===== src/rtl/lcd_drv_pkg.sv =====
package lcd_drv_pkg;

  typedef enum logic [1:0] {
    LVL_GND = 2'b00,
    LVL_LO  = 2'b01,
    LVL_HI  = 2'b10,
    LVL_VDD = 2'b11
  } lvl_t;

  // Level for a common electrode; sel marks the phase owner.
  function automatic lvl_t com_level(input logic sel, input logic pol, input logic half);
    if (sel)  return pol ? LVL_GND : LVL_VDD;
    if (half) return LVL_LO;
    return pol ? LVL_HI : LVL_LO;
  endfunction

  // Level for a segment electrode; lit takes the extreme opposite the selected common.
  function automatic lvl_t seg_level(input logic lit, input logic pol, input logic half);
    if (lit)  return pol ? LVL_VDD : LVL_GND;
    if (half) return LVL_LO;
    return pol ? LVL_LO : LVL_HI;
  endfunction

  // Which of the four leading pins are ports for a given mode code.
  function automatic logic [3:0] port_mask(input logic [1:0] mode);
    case (mode)
      2'b01:   return 4'b0001;
      2'b10:   return 4'b0011;
      2'b11:   return 4'b1111;
      default: return 4'b0000;
    endcase
  endfunction

endpackage


===== src/rtl/lcd_frame_seq.sv =====
module lcd_frame_seq #(
  parameter int NUM_PH          = 3,
  parameter int TICKS_PER_PHASE = 2,
  localparam int PHW = (NUM_PH > 1) ? $clog2(NUM_PH) : 1,
  localparam int TCW = (TICKS_PER_PHASE > 1) ? $clog2(TICKS_PER_PHASE) : 1
) (
  input  logic           clk,
  input  logic           rst_n,
  input  logic           tick,
  input  logic           hold,
  output logic [PHW-1:0] phase,
  output logic           polarity
);

  logic [TCW-1:0] tcnt;

  always_ff @(posedge clk) begin
    if (!rst_n) begin
      tcnt     <= '0;
      phase    <= '0;
      polarity <= 1'b0;
    end else if (tick && !hold) begin
      if (tcnt == TCW'(TICKS_PER_PHASE - 1)) begin
        tcnt <= '0;
        if (phase == PHW'(NUM_PH - 1)) begin
          phase    <= '0;
          polarity <= ~polarity;
        end else begin
          phase <= phase + 1'b1;
        end
      end else begin
        tcnt <= tcnt + 1'b1;
      end
    end
  end

endmodule


===== src/rtl/lcd_com_drv.sv =====
module lcd_com_drv
  import lcd_drv_pkg::*;
#(
  parameter int NUM_COM = 3,
  localparam int PHW = (NUM_COM > 1) ? $clog2(NUM_COM) : 1
) (
  input  logic                 clk,
  input  logic                 rst_n,
  input  logic [PHW-1:0]       phase,
  input  logic                 polarity,
  input  logic                 half,
  input  logic                 sleep,
  output logic [2*NUM_COM-1:0] com_lvl
);

  for (genvar k = 0; k < NUM_COM; k++) begin : g_com
    always_ff @(posedge clk) begin
      if (!rst_n || sleep)
        com_lvl[2*k +: 2] <= LVL_GND;
      else
        com_lvl[2*k +: 2] <= com_level(phase == PHW'(k), polarity, half);
    end
  end

endmodule


===== src/rtl/lcd_seg_drv.sv =====
module lcd_seg_drv
  import lcd_drv_pkg::*;
#(
  parameter int NUM_SEG = 42,
  parameter int NUM_COM = 3,
  localparam int PHW    = (NUM_COM > 1) ? $clog2(NUM_COM) : 1,
  localparam int DISP_W = NUM_SEG * NUM_COM
) (
  input  logic                 clk,
  input  logic                 rst_n,
  input  logic [DISP_W-1:0]    disp_bits,
  input  logic [NUM_SEG-1:0]   blank,
  input  logic [PHW-1:0]       phase,
  input  logic                 polarity,
  input  logic                 half,
  input  logic                 seg_off,
  input  logic                 sleep,
  output logic [2*NUM_SEG-1:0] seg_lvl
);

  for (genvar s = 0; s < NUM_SEG; s++) begin : g_seg
    logic [NUM_COM-1:0] grp;
    logic               lit;
    assign grp = disp_bits[s*NUM_COM +: NUM_COM];
    assign lit = !seg_off && grp[phase];

    always_ff @(posedge clk) begin
      if (!rst_n || sleep || blank[s])
        seg_lvl[2*s +: 2] <= LVL_GND;
      else
        seg_lvl[2*s +: 2] <= seg_level(lit, polarity, half);
    end
  end

endmodule


===== src/rtl/lcd_tri_com_drv.sv =====
module lcd_tri_com_drv
  import lcd_drv_pkg::*;
#(
  parameter int NUM_SEG         = 42,
  parameter int NUM_COM         = 3,
  parameter int TICKS_PER_PHASE = 2,
  parameter int NUM_PORT        = 4,
  parameter int NUM_KS          = 2,
  localparam int DISP_W = NUM_SEG * NUM_COM,
  localparam int PHW    = (NUM_COM > 1) ? $clog2(NUM_COM) : 1
) (
  input  logic                 clk,
  input  logic                 rst_n,
  input  logic                 tick,
  input  logic [DISP_W-1:0]    disp_bits,
  input  logic                 bias_half,
  input  logic                 seg_off,
  input  logic                 sleep,
  input  logic [1:0]           port_mode,
  input  logic [NUM_KS-1:0]    ks_claim,
  output logic [2*NUM_COM-1:0] com_lvl,
  output logic [2*NUM_SEG-1:0] seg_lvl,
  output logic [NUM_PORT-1:0]  port_en,
  output logic [NUM_PORT-1:0]  port_val
);

  logic [PHW-1:0]      phase;
  logic                polarity;
  logic [3:0]          pmask_all;
  logic [NUM_PORT-1:0] pmask;
  logic [NUM_PORT-1:0] pbits;
  logic [NUM_SEG-1:0]  blank;

  assign pmask_all = port_mask(port_mode);

  for (genvar p = 0; p < NUM_PORT; p++) begin : g_port
    assign pmask[p] = pmask_all[p];
    assign pbits[p] = disp_bits[p*NUM_COM];
  end

  for (genvar s = 0; s < NUM_SEG; s++) begin : g_blank
    if (s < NUM_PORT) begin : g_pp
      assign blank[s] = pmask[s];
    end else if (s >= NUM_SEG - NUM_KS) begin : g_ks
      assign blank[s] = ks_claim[s - (NUM_SEG - NUM_KS)];
    end else begin : g_plain
      assign blank[s] = 1'b0;
    end
  end

  always_ff @(posedge clk) begin
    if (!rst_n) begin
      port_en  <= '0;
      port_val <= '0;
    end else begin
      port_en  <= pmask;
      port_val <= pmask & pbits;
    end
  end

  lcd_frame_seq #(
    .NUM_PH(NUM_COM),
    .TICKS_PER_PHASE(TICKS_PER_PHASE)
  ) seq_i (
    .clk(clk),
    .rst_n(rst_n),
    .tick(tick),
    .hold(sleep),
    .phase(phase),
    .polarity(polarity)
  );

  lcd_com_drv #(.NUM_COM(NUM_COM)) com_i (
    .clk(clk),
    .rst_n(rst_n),
    .phase(phase),
    .polarity(polarity),
    .half(bias_half),
    .sleep(sleep),
    .com_lvl(com_lvl)
  );

  lcd_seg_drv #(.NUM_SEG(NUM_SEG), .NUM_COM(NUM_COM)) seg_i (
    .clk(clk),
    .rst_n(rst_n),
    .disp_bits(disp_bits),
    .blank(blank),
    .phase(phase),
    .polarity(polarity),
    .half(bias_half),
    .seg_off(seg_off),
    .sleep(sleep),
    .seg_lvl(seg_lvl)
  );

endmodule


===== config.mk =====
export PLATFORM = sky130hd
export DESIGN_NAME = lcd_tri_com_drv
export DESIGN_NICKNAME = d
export VERILOG_FILES = /design/src/rtl/lcd_drv_pkg.sv /design/src/rtl/lcd_frame_seq.sv /design/src/rtl/lcd_com_drv.sv /design/src/rtl/lcd_seg_drv.sv /design/src/rtl/lcd_tri_com_drv.sv
export SDC_FILE = /design/constraint.sdc
export NUM_CORES = 1
export LEC_CHECK = 0
export ABC_AREA = 0
export BUFFER_PORTS_ARGS = -buffer_cell sky130_fd_sc_hd__buf_4
export CAP_MARGIN = 20
export CORE_ASPECT_RATIO = 0.7
export CORE_UTILIZATION = 35
export CTS_CLUSTER_SIZE = 25
export DETAILED_ROUTE_END_ITERATION = 10
export GPL_TIMING_DRIVEN = 0
export PLACE_DENSITY = 0.78
export SLEW_MARGIN = 20
export SYNTH_ARGS = -nofsm -noshare
export SYNTH_HDL_FRONTEND = slang
export SYNTH_SLANG_ARGS = --single-unit

===== constraint.sdc =====
create_clock -name clk -period 1.4 [get_ports clk]
set_input_delay 0.28 -clock clk [delete_from_list [all_inputs] [get_ports clk]]
set_output_delay 0.28 -clock clk [all_outputs]
set_load 0.01 [all_outputs]

==> flow_metrics.tcl <==
set metrics [dict create \
    gp_congestion 0.897 \
    multi_input_area_sq_um 2680 \
    tightest_slew_ns 1.01 \
    drc_errors 38 \
    required_ns 1.68 \
    final.setup.tns_ns -0.161 \
    seq_area_frac_synth_pct 44.3 \
    synth_compound_area_share_pct 24.5 \
    die_h_um 97.5 \
    yosys.area.top_type_share_pct 44.3 \
    hpwl_mm 12.2 \
    drt_iter0_markers 199 \
    synth_area_per_cell_sq_um 9.85 \
    synthFlopType "dfxtp_1" \
    cap_violations 0 \
    die_w_um 138 \
    hp-class "input pin to register" \
    rsz0062_at_grt "true" \
    max_freq_mhz 698 \
    critPathTopFamily "flip-flops" \
    antenna_found_initial 0 \
    antenna_left 0 \
    p_per_area_nw_per_um2 895 \
    final_nets 843 \
    final.min_clock_period_ns 1.43 \
    critical_path_buf_inv_count 2 \
    postSynthNetCount 599 \
    arrival_ns 1.71 \
    seqCellArea_sq_um 2030 \
    finClkSkew_ns 0.00711 \
    violations "design-rule violations, negative setup slack" \
    synth_top_family_by_area "compound AO/OA/AOI/OAI gates" \
    cts_root_buf "clkbuf_16" \
    placed_cells 857 \
    path_class "register to register" \
    cp_cell_sequence "buf_12 -> buf_6 -> nand2b_4 -> a211oi_4 -> mux2i_1" \
    cts.htree.levels 3 \
    drv_slew 0 \
    ys_ff_latch 101 \
    insertion_delay_ns 0.34 \
    cts_tree "built" \
    cts_buffers 9 \
    grt_pass1_vias 4611 \
    p_leak_nw 3.17 \
    cts_buffer_depth 2 \
    dr.pass1.iters 8 \
    overflow 0 \
    hold_viol 0 \
    synthCells 463 \
    slowest_delay_ns 0.38 \
    synth_edf_count 0 \
    cts.sinks 101 \
    synth_top_cell_by_area "dfxtp_1" \
    ctsHoldBuffers 0 \
    synth_async_sr_flop_share_pct 0 \
    slowest_stage "dfxtp_4" \
    viasPerCell 5.11 \
    finalSetupViolCount 11 \
    path_max_fanout 10 \
    grt_first_pass_wirelength_mm 25.1 \
    syn_to_final_growth_pct 61.4 \
    row_count 34 \
    yosys.area_share.simple_pct 16.5 \
    fin_cells 874 \
    end_kind "register" \
    wl_mm 16.6 \
    nFillCells 1050 \
    status "complete, but fails checks" \
    vias 4468 \
    yosysWarningCount 0 \
    synthTopCellsByArea "dfxtp_1 44%, a211oi_2 12%, mux2i_1 9.2%, a211oi_1 6.9%, nand2b_1 6.4%" \
    synthAdderAreaFrac_pct 0 \
    layout-drive-gt1-share_pct 53.7 \
    max-slew-margin-rel_pct 32.8 \
    synthMuxAreaShare_pct 9.71 \
    fin_util_pct 58.6 \
    ir_drop_uv 521 \
    path_clk_slew_ns 0.07 \
    pin_count 234 \
    synthDistinctLibCells 27 \
    grt_usage_pct 24.3 \
    die_area_sq_um 13500 \
    synth-xor-area-share_pct 0.192 \
    antenna_cells 0 \
    portBuffers 232 \
    yosysMostFrequentCell "dfxtp_1" \
    whs_ns 0.152 \
    initial_core_util_pct 36.3 \
    post_drt_wl_per_cell_um 19.0 \
    synth_common_cells "101 x dfxtp_1, 47 x nand2b_1, 43 x nor2b_1" \
    coreArea_sq_um 12500 \
    setup_ws_ns -0.0324 \
    syn_area_sq_um 4560 \
    finalCritPeriodShare_pct 102 \
    grt_max_degree 17 \
    crit_path_start_kind "register" \
]
stage by stage:
stage	setup slack, ns	total power [mW]	instance area [sq um]
final	-0.0324	6.58	7360
after global placement	-0.592	4.09	6500
after global routing	-0.0937	6.86	7360
after detailed placement	-0.569	4.12	6500
after CTS	-0.0494	6.56	7080
after floorplan	0.0477	3.55	4560
power breakdown:
group	leakage, nW	internal, mW	switching, mW	total (mW)
clock	0.135	1.31	1.09	2.40
sequential	0.828	2.97	0.0398	3.01
combinational	2.21	0.633	0.536	1.17
total	3.17	4.92	1.67	6.58
per-layer routing:
metal,GRT usage [%],share of wire (%),vias to the layer above
li1,-,-,2121
met1,29.9,44,2132
met2,40.6,48,192
met3,7.24,7.4,23
met4,7.78,1.5,0
met5,0,0,-
area by class of cell:
cell class / count / area share (%)
plain buffers: 45 / 5.44
clock buffers: 12 / 3.49
clock inverters: 4 / 0.442
inverters: 1 / 0.0510
multi-input cells: 315 / 36.4
flip-flops and latches: 101 / 27.6
well taps: 162 / 2.75
repair buffers: 234 / 23.9
layout by cell type, fill, tap and decap left out, drive strengths merged:
cell type    n
buf        259
dfxtp      101
a211oi      84
nand2b      47
nor2b       43
a21oi       42
mux2i       42
clkbuf      32
nand2       18
nor2        11
o21ai       10
and2         6
nor3         2
mux2         2
and3         2
clkinvlp     2
clkinv       2
inv          1
and2b        1
nand3b       1
or3          1
a21boi       1
o21a         1
xnor2        1
final timing paths:
path / startpoint / endpoint / slack [ns] / cells past startpoint
setup / recovery: seq_i.phase[1]$_SDFFE_PN0P_ / seg_i.seg_lvl[83]$_SDFF_PP0_ / -0.03 / 5
setup reg to reg: seq_i.phase[1]$_SDFFE_PN0P_ / seg_i.seg_lvl[83]$_SDFF_PP0_ / -0.03 / 5
hold / removal: disp_bits[0] / port_val[0]$_SDFF_PN0_ / 0.15 / 2
hold reg to reg: seq_i.tcnt$_SDFFE_PN0N_ / seq_i.tcnt$_SDFFE_PN0N_ / 0.61 / 2
state kept, by name (all words and copies together) (netlist names):
signal / flops
seg_i.seg_lvl: 84
com_i.com_lvl: 6
port_val: 4
port_en: 3
seq_i.phase: 2
seq_i.polarity: 1
seq_i.tcnt: 1
timing repair:
item,4_1_cts,5_1_grt
setup endpoints to repair,90,83
resized for setup,78,51
pin swaps,30,29
setup buffers,0,2
logic make-up after synthesis:
group,Yosys count
AOI/OAI and AO/OA,138
and+or+nand+nor,132
DFF,101
buffers and inverters,47
muxes,44
xor gates and xnor gates,1
Note: power is estimated with default switching activity, not from simulation.
